[config.mk]
export PLATFORM = sky130hd
export DESIGN_NAME = sd_adder
export DESIGN_NICKNAME = d
export VERILOG_FILES = /design/src/rtl/sd_adder_pkg.sv /design/src/rtl/sd_col_split.sv /design/src/rtl/sd_col_merge.sv /design/src/rtl/sd_out_stage.sv /design/src/rtl/sd_adder.sv
export SDC_FILE = /design/constraint.sdc
export NUM_CORES = 1
export LEC_CHECK = 0
export CAP_MARGIN = 20
export CORE_MARGIN = 8
export CORE_UTILIZATION = 50
export DETAILED_ROUTE_END_ITERATION = 6
export PLACE_DENSITY = 0.93
export SYNTH_ARGS = -nofsm -noshare
export SYNTH_HDL_FRONTEND = slang
export SYNTH_SLANG_ARGS = --single-unit
export TNS_END_PERCENT = 50
[constraint.sdc]
create_clock -name clk -period 3.5 [get_ports clk]
set_input_delay 0.7 -clock clk [delete_from_list [all_inputs] [get_ports clk]]
set_output_delay 0.7 -clock clk [all_outputs]
set_load 0.1 [all_outputs]
[src/rtl/sd_adder_pkg.sv]
package sd_adder_pkg;

  // Output of the first column stage: transfer to the next column (0 or +1)
  // and the magnitude of the non-positive residue kept in this column (0..2).
  typedef struct packed {
    logic       xfer_up;
    logic [1:0] resid_mag;
  } split_t;

  // Output of the second column stage: the posibit kept at this weight and a
  // flag for a -1 transfer, which becomes the negabit of this digit.
  typedef struct packed {
    logic neg_out;
    logic pos_out;
  } merge_t;

endpackage

[src/rtl/sd_col_split.sv]
module sd_col_split
  import sd_adder_pkg::*;
(
  input  logic   pos_a,
  input  logic   pos_b,
  input  logic   neg_a,
  input  logic   neg_b,
  output split_t split
);

  logic signed [3:0] col_val;
  logic signed [3:0] resid;

  always_comb begin
    // column total lies in [-2, 2]
    col_val = 4'(pos_a) + 4'(pos_b) - 4'(neg_a) - 4'(neg_b);
    split.xfer_up = (col_val > 4'sd0);
    // residue = col_val - 2*xfer_up, in [-2, 0]; keep its magnitude
    resid = split.xfer_up ? (4'sd2 - col_val) : (4'sd0 - col_val);
    split.resid_mag = resid[1:0];
  end

endmodule

[src/rtl/sd_col_merge.sv]
module sd_col_merge
  import sd_adder_pkg::*;
(
  input  logic       xfer_in,
  input  logic [1:0] resid_mag,
  output merge_t     merge
);

  // interim = xfer_in - resid_mag lies in [-2, 1]
  // split into -1 * neg_out * 2 + pos_out
  always_comb begin
    merge.neg_out = (resid_mag > {1'b0, xfer_in});
    merge.pos_out = xfer_in ^ resid_mag[0];
  end

endmodule

[src/rtl/sd_out_stage.sv]
module sd_out_stage #(
  parameter int W       = 10,
  parameter bit REG_OUT = 1'b1
) (
  input  logic         clk,
  input  logic         rst,
  input  logic         in_valid,
  input  logic [W-1:0] d_neg,
  input  logic [W-1:0] d_pos,
  output logic         out_valid,
  output logic [W-1:0] q_neg,
  output logic [W-1:0] q_pos
);

  generate
    if (REG_OUT) begin : g_reg
      logic         vld_q;
      logic [W-1:0] neg_q;
      logic [W-1:0] pos_q;

      always_ff @(posedge clk) begin
        if (rst) begin
          vld_q <= 1'b0;
          neg_q <= '0;
          pos_q <= '0;
        end else begin
          vld_q <= in_valid;
          if (in_valid) begin
            neg_q <= d_neg;
            pos_q <= d_pos;
          end
        end
      end

      assign out_valid = vld_q;
      assign q_neg     = neg_q;
      assign q_pos     = pos_q;
    end else begin : g_comb
      logic clk_unused;
      assign clk_unused = clk;
      assign out_valid  = in_valid & ~rst;
      assign q_neg      = d_neg;
      assign q_pos      = d_pos;
    end
  endgenerate

endmodule

[src/rtl/sd_adder.sv]
module sd_adder
  import sd_adder_pkg::*;
#(
  parameter int N       = 16,
  parameter bit REG_OUT = 1'b1
) (
  input  logic         clk,
  input  logic         rst,
  input  logic         in_valid,
  input  logic [N-1:0] a_neg,
  input  logic [N-1:0] a_pos,
  input  logic [N-1:0] b_neg,
  input  logic [N-1:0] b_pos,
  output logic         out_valid,
  output logic [N+1:0] s_neg,
  output logic [N+1:0] s_pos
);

  localparam int NCOL = N + 1;   // columns holding operand bits
  localparam int OW   = N + 2;   // result digits

  // Column-aligned operand bits: column c takes posibits of digit c and
  // negabits of digit c-1, both worth 2^c.
  logic [NCOL-1:0] col_pa, col_pb, col_na, col_nb;

  assign col_pa = {1'b0, a_pos};
  assign col_pb = {1'b0, b_pos};
  assign col_na = {a_neg, 1'b0};
  assign col_nb = {b_neg, 1'b0};

  split_t [NCOL-1:0] split;
  merge_t [NCOL-1:0] merge;
  logic   [NCOL:0]   xfer;       // xfer[c] enters column c
  logic   [OW-1:0]   sum_neg, sum_pos;

  assign xfer[0] = 1'b0;

  generate
    for (genvar c = 0; c < NCOL; c++) begin : g_col
      sd_col_split u_split (
        .pos_a (col_pa[c]),
        .pos_b (col_pb[c]),
        .neg_a (col_na[c]),
        .neg_b (col_nb[c]),
        .split (split[c])
      );

      assign xfer[c+1] = split[c].xfer_up;

      sd_col_merge u_merge (
        .xfer_in   (xfer[c]),
        .resid_mag (split[c].resid_mag),
        .merge     (merge[c])
      );

      assign sum_pos[c] = merge[c].pos_out;
      assign sum_neg[c] = merge[c].neg_out;
    end
  endgenerate

  // Top column: only an incoming transfer, which cannot be negative.
  assign sum_pos[OW-1] = xfer[NCOL];
  assign sum_neg[OW-1] = 1'b0;

  sd_out_stage #(
    .W       (OW),
    .REG_OUT (REG_OUT)
  ) u_out (
    .clk       (clk),
    .rst       (rst),
    .in_valid  (in_valid),
    .d_neg     (sum_neg),
    .d_pos     (sum_pos),
    .out_valid (out_valid),
    .q_neg     (s_neg),
    .q_pos     (s_pos)
  );

endmodule

==> reports/metrics.yaml, run 1 <==
status: "finished clean"
vias: 2510
dp_hpwl_mm: 5.713
syn_avg_cell_area_um2: 8.605
ys_warn_count: 0
rr_endpoint: "u_out.q_neg[10]"
fmaxAchievable_mhz: 358.4
num_io_pins: 104
remaining_drc_errors: 0
ctsResizeCount: 0
finalSetupTns_ns: 0
hold_viol_final: 0
drive_gt1_share_pct: 5.909
clock_latency_ns: 0.27
power.density_mw_per_mm2: 454.6
die_h_um: 92.72
syn2layout_area_growth_pct: 37.42
first_pass_iters: 4
ir_drop_mv: 0.2472
synth_top_area_share_pct: 23.81
io_buffers: 102
hp-class: "reg -> reg"
instances_no_fill: 515
ys_ff_latch: 35
finalCritPeriodShare_pct: 79.71
grt_pass1_wl_mm: 11.47
cts_setup_buffers: 0
seq_area_frac_synth_pct: 23.81
cp-start-kind: "primary input"
fp.coreArea_mm2: 0.005816
grt_max_degree: 36
die_area_mm2: 0.008596
slew_viol_final: 0
synth_fp_nets: 471
cts_hold_buffers: 0
numClockSinks: 35
antenna_found_initial: 0
holdPathStages: 1
seq_area_um2: 700.7
grt-ovfl-total: 0
reg2reg_depth: 3
place_congestion: 0.7828
root_buffer: "clkbuf_8"
final_nets: 568
path_class: "in -> reg"
finalClockSkew_ns: 0
start_util_pct: 50.60
multiInputGateArea_mm2: 0.001849
fin_total_pwr_w: 0.001839
dp.cells: 507
ant_nets: 0
cts_tree: "yes"
grt_pass1_vias: 2632
drv_cap: 0
cp.arrival_ns: 2.99
worstSetupEndpointType: "flop"
crit_path_max_fanout: 3
synth_cells: 342
dieWidth_um: 92.72
drtIter0Drc: 53
r2r_slack_ns: 2.78
leakage_nw: 1.843
slew_headroom_pct: 32.38
wire_per_inst_um: 13.02
synth.distinct_cells: 21
viasPerCell: 4.874
final.fill_count: 447
tightest_slew_ns: 1.011
num_rows: 28
synth_top_area_cell: "dfxtp_1"
cts-htree-levels: 2
wl_mm: 6.704
worstReg2RegStart: "u_out.q_neg[10]"
crit_required_ns: 3.70
rsz0062_at_grt: "false"
cts-buffers-inserted: 5
syn_area_mm2: 0.002943
synth.area.top_cells: "dfxtp_1, ha_1, fa_1"
fin_util_pct: 69.54
hold_start: "u_out.q_pos[17]"
holdPathEnd: "u_out.q_pos[17]"
period_needed_ns: 2.790
cts.clk_slew.worst_paths_ns: 0.07
cts_max_path_buffers: 2
antenna_cells: 0
setup_viol: 0
grtUsageTotal_pct: 15.97
-- final cells by class --
class	count	share of cell area [%]
Multi-Input combinational cell	216	45.73
Clock inverter	1	0.1238
Timing Repair Buffer	103	25.37
Sequential cell	35	17.33
Clock buffer	7	1.887
Tap cell	75	2.321
Inverter	78	7.240
-- worst max-delay path, stage by stage --
cell and delay, ns:
clkdlybuf4s50_1 0.43, ha_1 0.33, fa_1 0.37, inv_1 0.06
ha_1 0.25, a21o_1 0.18, fa_1 0.46, a211oi_2 0.21
-- routing by layer --
layer	vias up	track usage, %	share of wire [%]
li1	1300	-	-
met1	1141	16.12	39
met2	62	30.04	51
met3	7	6.149	8.6
met4	0	3.758	0.95
met5	-	0	0
-- cell usage in the layout (no fill, tap or decap), types with 2 or more instances in the layout --
cell              n
buf_4             2
nand3_1          10
clkbuf_8          5
o21a_1           10
nor3_1            5
a21oi_1          14
xnor2_1          15
nor2_1           43
a211oi_2         15
mux2i_1           2
fa_1             16
clkdlybuf4s50_1  98
ha_1             46
a211oi_1          6
inv_1            78
o21ai_0          25
dfxtp_1          35
nor3b_1           6
clkbuf_1          2
buf_2             2
-- flip-flops by register name, summed over array words and instances, names as in the netlist --
name / flops
u_out.out_valid: 1
u_out.q_neg: 17
u_out.q_pos: 17
-- metrics by stage --
stage	setup slack (ns)	hold slack, ns	area (um^2)
finish	0.7101	0.4770	4044
global route	0.5310	0.4946	4044
CTS	0.7273	0.4793	4044
detailed placement	0.4347	0.4674	3963
global placement	0.5203	0.4627	3963
floorplan	0.9797	0.9123	2943
-- report_power, final --
part           leakage (nW)  internal [W]  total, W  switching, W
sequential            0.291      0.000452  0.000480     0.0000279
combinational          1.51      0.000376   0.00108      0.000704
clock                0.0422      0.000140  0.000278      0.000138
-- synthesized netlist by cell type, drive strengths merged --
master and number:
inv 78, conb 1, nor3b 6, xnor2 15, fa 16, buf 13
a21oi 14, a211oi 21, nor2b 1, dfxtp 35, mux2i 2, o21ai 25
nor2 43, nor3 5, o21a 10, ha 46, nand3 10, a21o 1
-- worst max-delay path by stage --
| stage | startpoint | endpoint | slack, ns |
|---|---|---|---|
| after global routing | a_pos[13] | u_out.q_neg[14] | 0.53 |
| after global placement | a_pos[15] | u_out.q_pos[16] | 0.52 |
| after floorplan | a_pos[15] | u_out.q_pos[16] | 0.98 |
| after detailed placement | a_pos[13] | u_out.q_neg[14] | 0.43 |
| final | a_pos[15] | u_out.q_pos[16] | 0.71 |
| after CTS | a_pos[15] | u_out.q_pos[16] | 0.73 |
-- cells by family after synthesis --
logic type / Yosys count / share of synthesized area [%]
buf+inv: 91 / 13.35
compound gates: 71 / 17.35
simple gates: 65 / 9.779
fa+ha+maj: 62 / 30.44
flops: 35 / 23.81
xor+xnor: 15 / 4.464
mux: 2 / 0.6803
other cells: 1 / 0.1274
Power figures use the tool's default switching activity.
==> inputs of run 2 (changes only) <==
--- a/config.mk
+++ b/config.mk
@@ -7,9 +7,9 @@
 export LEC_CHECK = 0
 export CAP_MARGIN = 20
 export CORE_MARGIN = 8
-export CORE_UTILIZATION = 50
+export CORE_UTILIZATION = 42
 export DETAILED_ROUTE_END_ITERATION = 6
-export PLACE_DENSITY = 0.93
+export PLACE_DENSITY = 0.83
 export SYNTH_ARGS = -nofsm -noshare
 export SYNTH_HDL_FRONTEND = slang
 export SYNTH_SLANG_ARGS = --single-unit
==> constraint.sdc (replaced) <==
create_clock -name clk -period 2.31 [get_ports clk]
set_input_delay 0.462 -clock clk [delete_from_list [all_inputs] [get_ports clk]]
set_output_delay 0.462 -clock clk [all_outputs]
set_load 0.1 [all_outputs]
==> run 2 against run 1 <==
Compared with the run above: register-to-register slack worse by 1.2 ns; sequential cell count stayed put; combinational power grew 95%; sequential power rose by 52%; utilization grew 2.0 points; critical path type unchanged; critical endpoint is now u_out.q_neg[12]; largest cell class unchanged; largest power group unchanged.
==> reports/metrics.yaml, run 2 (same netlist as run 1, synthesis figures left out) <==
top_usage_layer: "met2"
fmaxAchievable_mhz: 436.2
drive_gt1_share_pct: 37.53
grt-ovfl-total: 0
cp_common_cell: "ha_1"
cp.arrival_ns: 2.52
cp-start-kind: "primary input"
multiInputGateArea_mm2: 0.002273
remaining_drc_errors: 0
path_class: "in -> reg"
final_cell_mix: "buf_4, inv_1, clkdlybuf4s50_1, nor2_1, dfxtp_1"
cp_top_family: "adder cells"
viasPerCell: 4.776
antenna_found_initial: 0
worstSetupEndpointType: "flop"
final_nets: 621
status: "finished clean"
setup_ws_ns: 0.01727
finalSetupTns_ns: 0
syn2layout_area_growth_pct: 65.18
globalRouteMet2Util_pct: 29.81
drtIter0Drc: 68
crit_chain: "clkdlybuf4s50_1 > ha_1 > fa_1 > inv_1 > ha_1 > a21oi_2 > ha_1 > o21ai_1 > o21a_1"
cts_hold_buffers: 0
swShare_pct: 45.36
dp.cells: 579
grt_pass1_wl_mm: 13.12
dieWidth_um: 99.71
grt_use_met1_pct: 16.59
slowest_stage: "clkdlybuf4s50_1"
hold_viol_final: 0
start_util_pct: 43.31
grt_pass1_vias: 3034
rsz0062_at_grt: "true"
grt_use_met3_pct: 4.749
path_buf_inv: 2
period_needed_ns: 2.293
layout_commonest_cell: "buf_4"
power.switching_w: 0.001509
wire_per_inst_um: 13.94
dp_hpwl_mm: 6.121
cts_max_path_buffers: 2
antenna_cells: 0
cts_tree: "yes"
num_rows: 30
hp-class: "reg -> reg"
finalClockSkew_ns: 0
io_buffers: 102
wl_mm: 8.209
p_int_w: 0.001818
ir_drop_mv: 0.3896
fin_total_pwr_w: 0.003327
clock_latency_ns: 0.28
grtUsageTotal_pct: 15.88
numClockSinks: 35
setup_viol: 0
slowest_delay_ns: 0.40
drv_cap: 0
final.fill_count: 502
ant_nets: 0
die_area_mm2: 0.009941
fin_util_pct: 71.55
seq_area_um2: 700.7
p_seq_share_pct: 22.0
clockPowerShare_pct: 14.7
cts.clk_slew.worst_paths_ns: 0.07
leakage_nw: 2.261
first_pass_iters: 4
place_congestion: 0.7488
pre_cts_slack_ns: -0.4569
crit_path_max_fanout: 2
vias: 2813
instances_no_fill: 589
cts-htree-levels: 2
finalCritPeriodShare_pct: 99.25
crit_required_ns: 2.54
slew_viol_final: 0
num_io_pins: 104
root_buffer: "clkbuf_8"
fp.coreArea_mm2: 0.006794
power.density_mw_per_mm2: 684.4
grt_max_degree: 67
p_comb_share_pct: 63.4
cts-buffers-inserted: 5
die_h_um: 99.71
run 2: cell type report:
class | count | share of cell area [%]
timing repair buffer | 156 | 28.26
multi-input combinational | 216 | 46.77
sequential | 35 | 14.41
tap | 96 | 2.471
inverter | 78 | 6.023
clock buffer | 8 | 2.059
run 2: routing by layer:
| layer | wire length (um) | part of all wire [%] |
|---|---|---|
| met1 | 3181 | 39 |
| met2 | 4562 | 56 |
| met3 | 402 | 4.9 |
| met4 | 63 | 0.77 |
| met5 | 0 | 0 |
run 2: what timing repair did:
item,in CTS,in global routing
pin swaps,42,55
setup buffers,0,2
gates resized for setup,51,50
endpoints found under the setup margin,24,27
run 2: final timing paths:
kind	from	slack (ns)	end	cells after the start
worst max-delay path	a_pos[11]	0.02	u_out.q_neg[12]	9
worst min-delay path	u_out.q_neg[13]	0.48	u_out.q_neg[13]	2
worst max register to register	u_out.q_neg[6]	1.62	u_out.q_neg[6]	3
worst min register to register	u_out.q_neg[13]	0.48	u_out.q_neg[13]	2
run 2: power groups by stage:
stage	registers, W	clock network (W)	logic, W
2_1_floorplan	0.00131	0	0.000669
3_3_place_gp	0.000741	0	0.00178
3_5_place_dp	0.000742	0	0.00184
4_1_cts	0.000730	0.000512	0.00194
5_1_grt	0.000740	0.000535	0.00226
6_report	0.000731	0.000488	0.00211
run 2: worst reg2reg max path: cells and delay by family, from the launching register on:
kind	cells	cell delay, ns
and+or+nand+nor	2	0.17
DFF	1	0.31
AOI/OAI and AO/OA	1	0.10
run 2: stage by stage:
step / hold WS [ns] / cell area [um^2]
2_1_floorplan: 0.6965 / 2943
3_3_place_gp: 0.4654 / 4299
3_5_place_dp: 0.4681 / 4299
4_1_cts: 0.4878 / 4558
5_1_grt: 0.5103 / 4861
6_report: 0.4795 / 4861
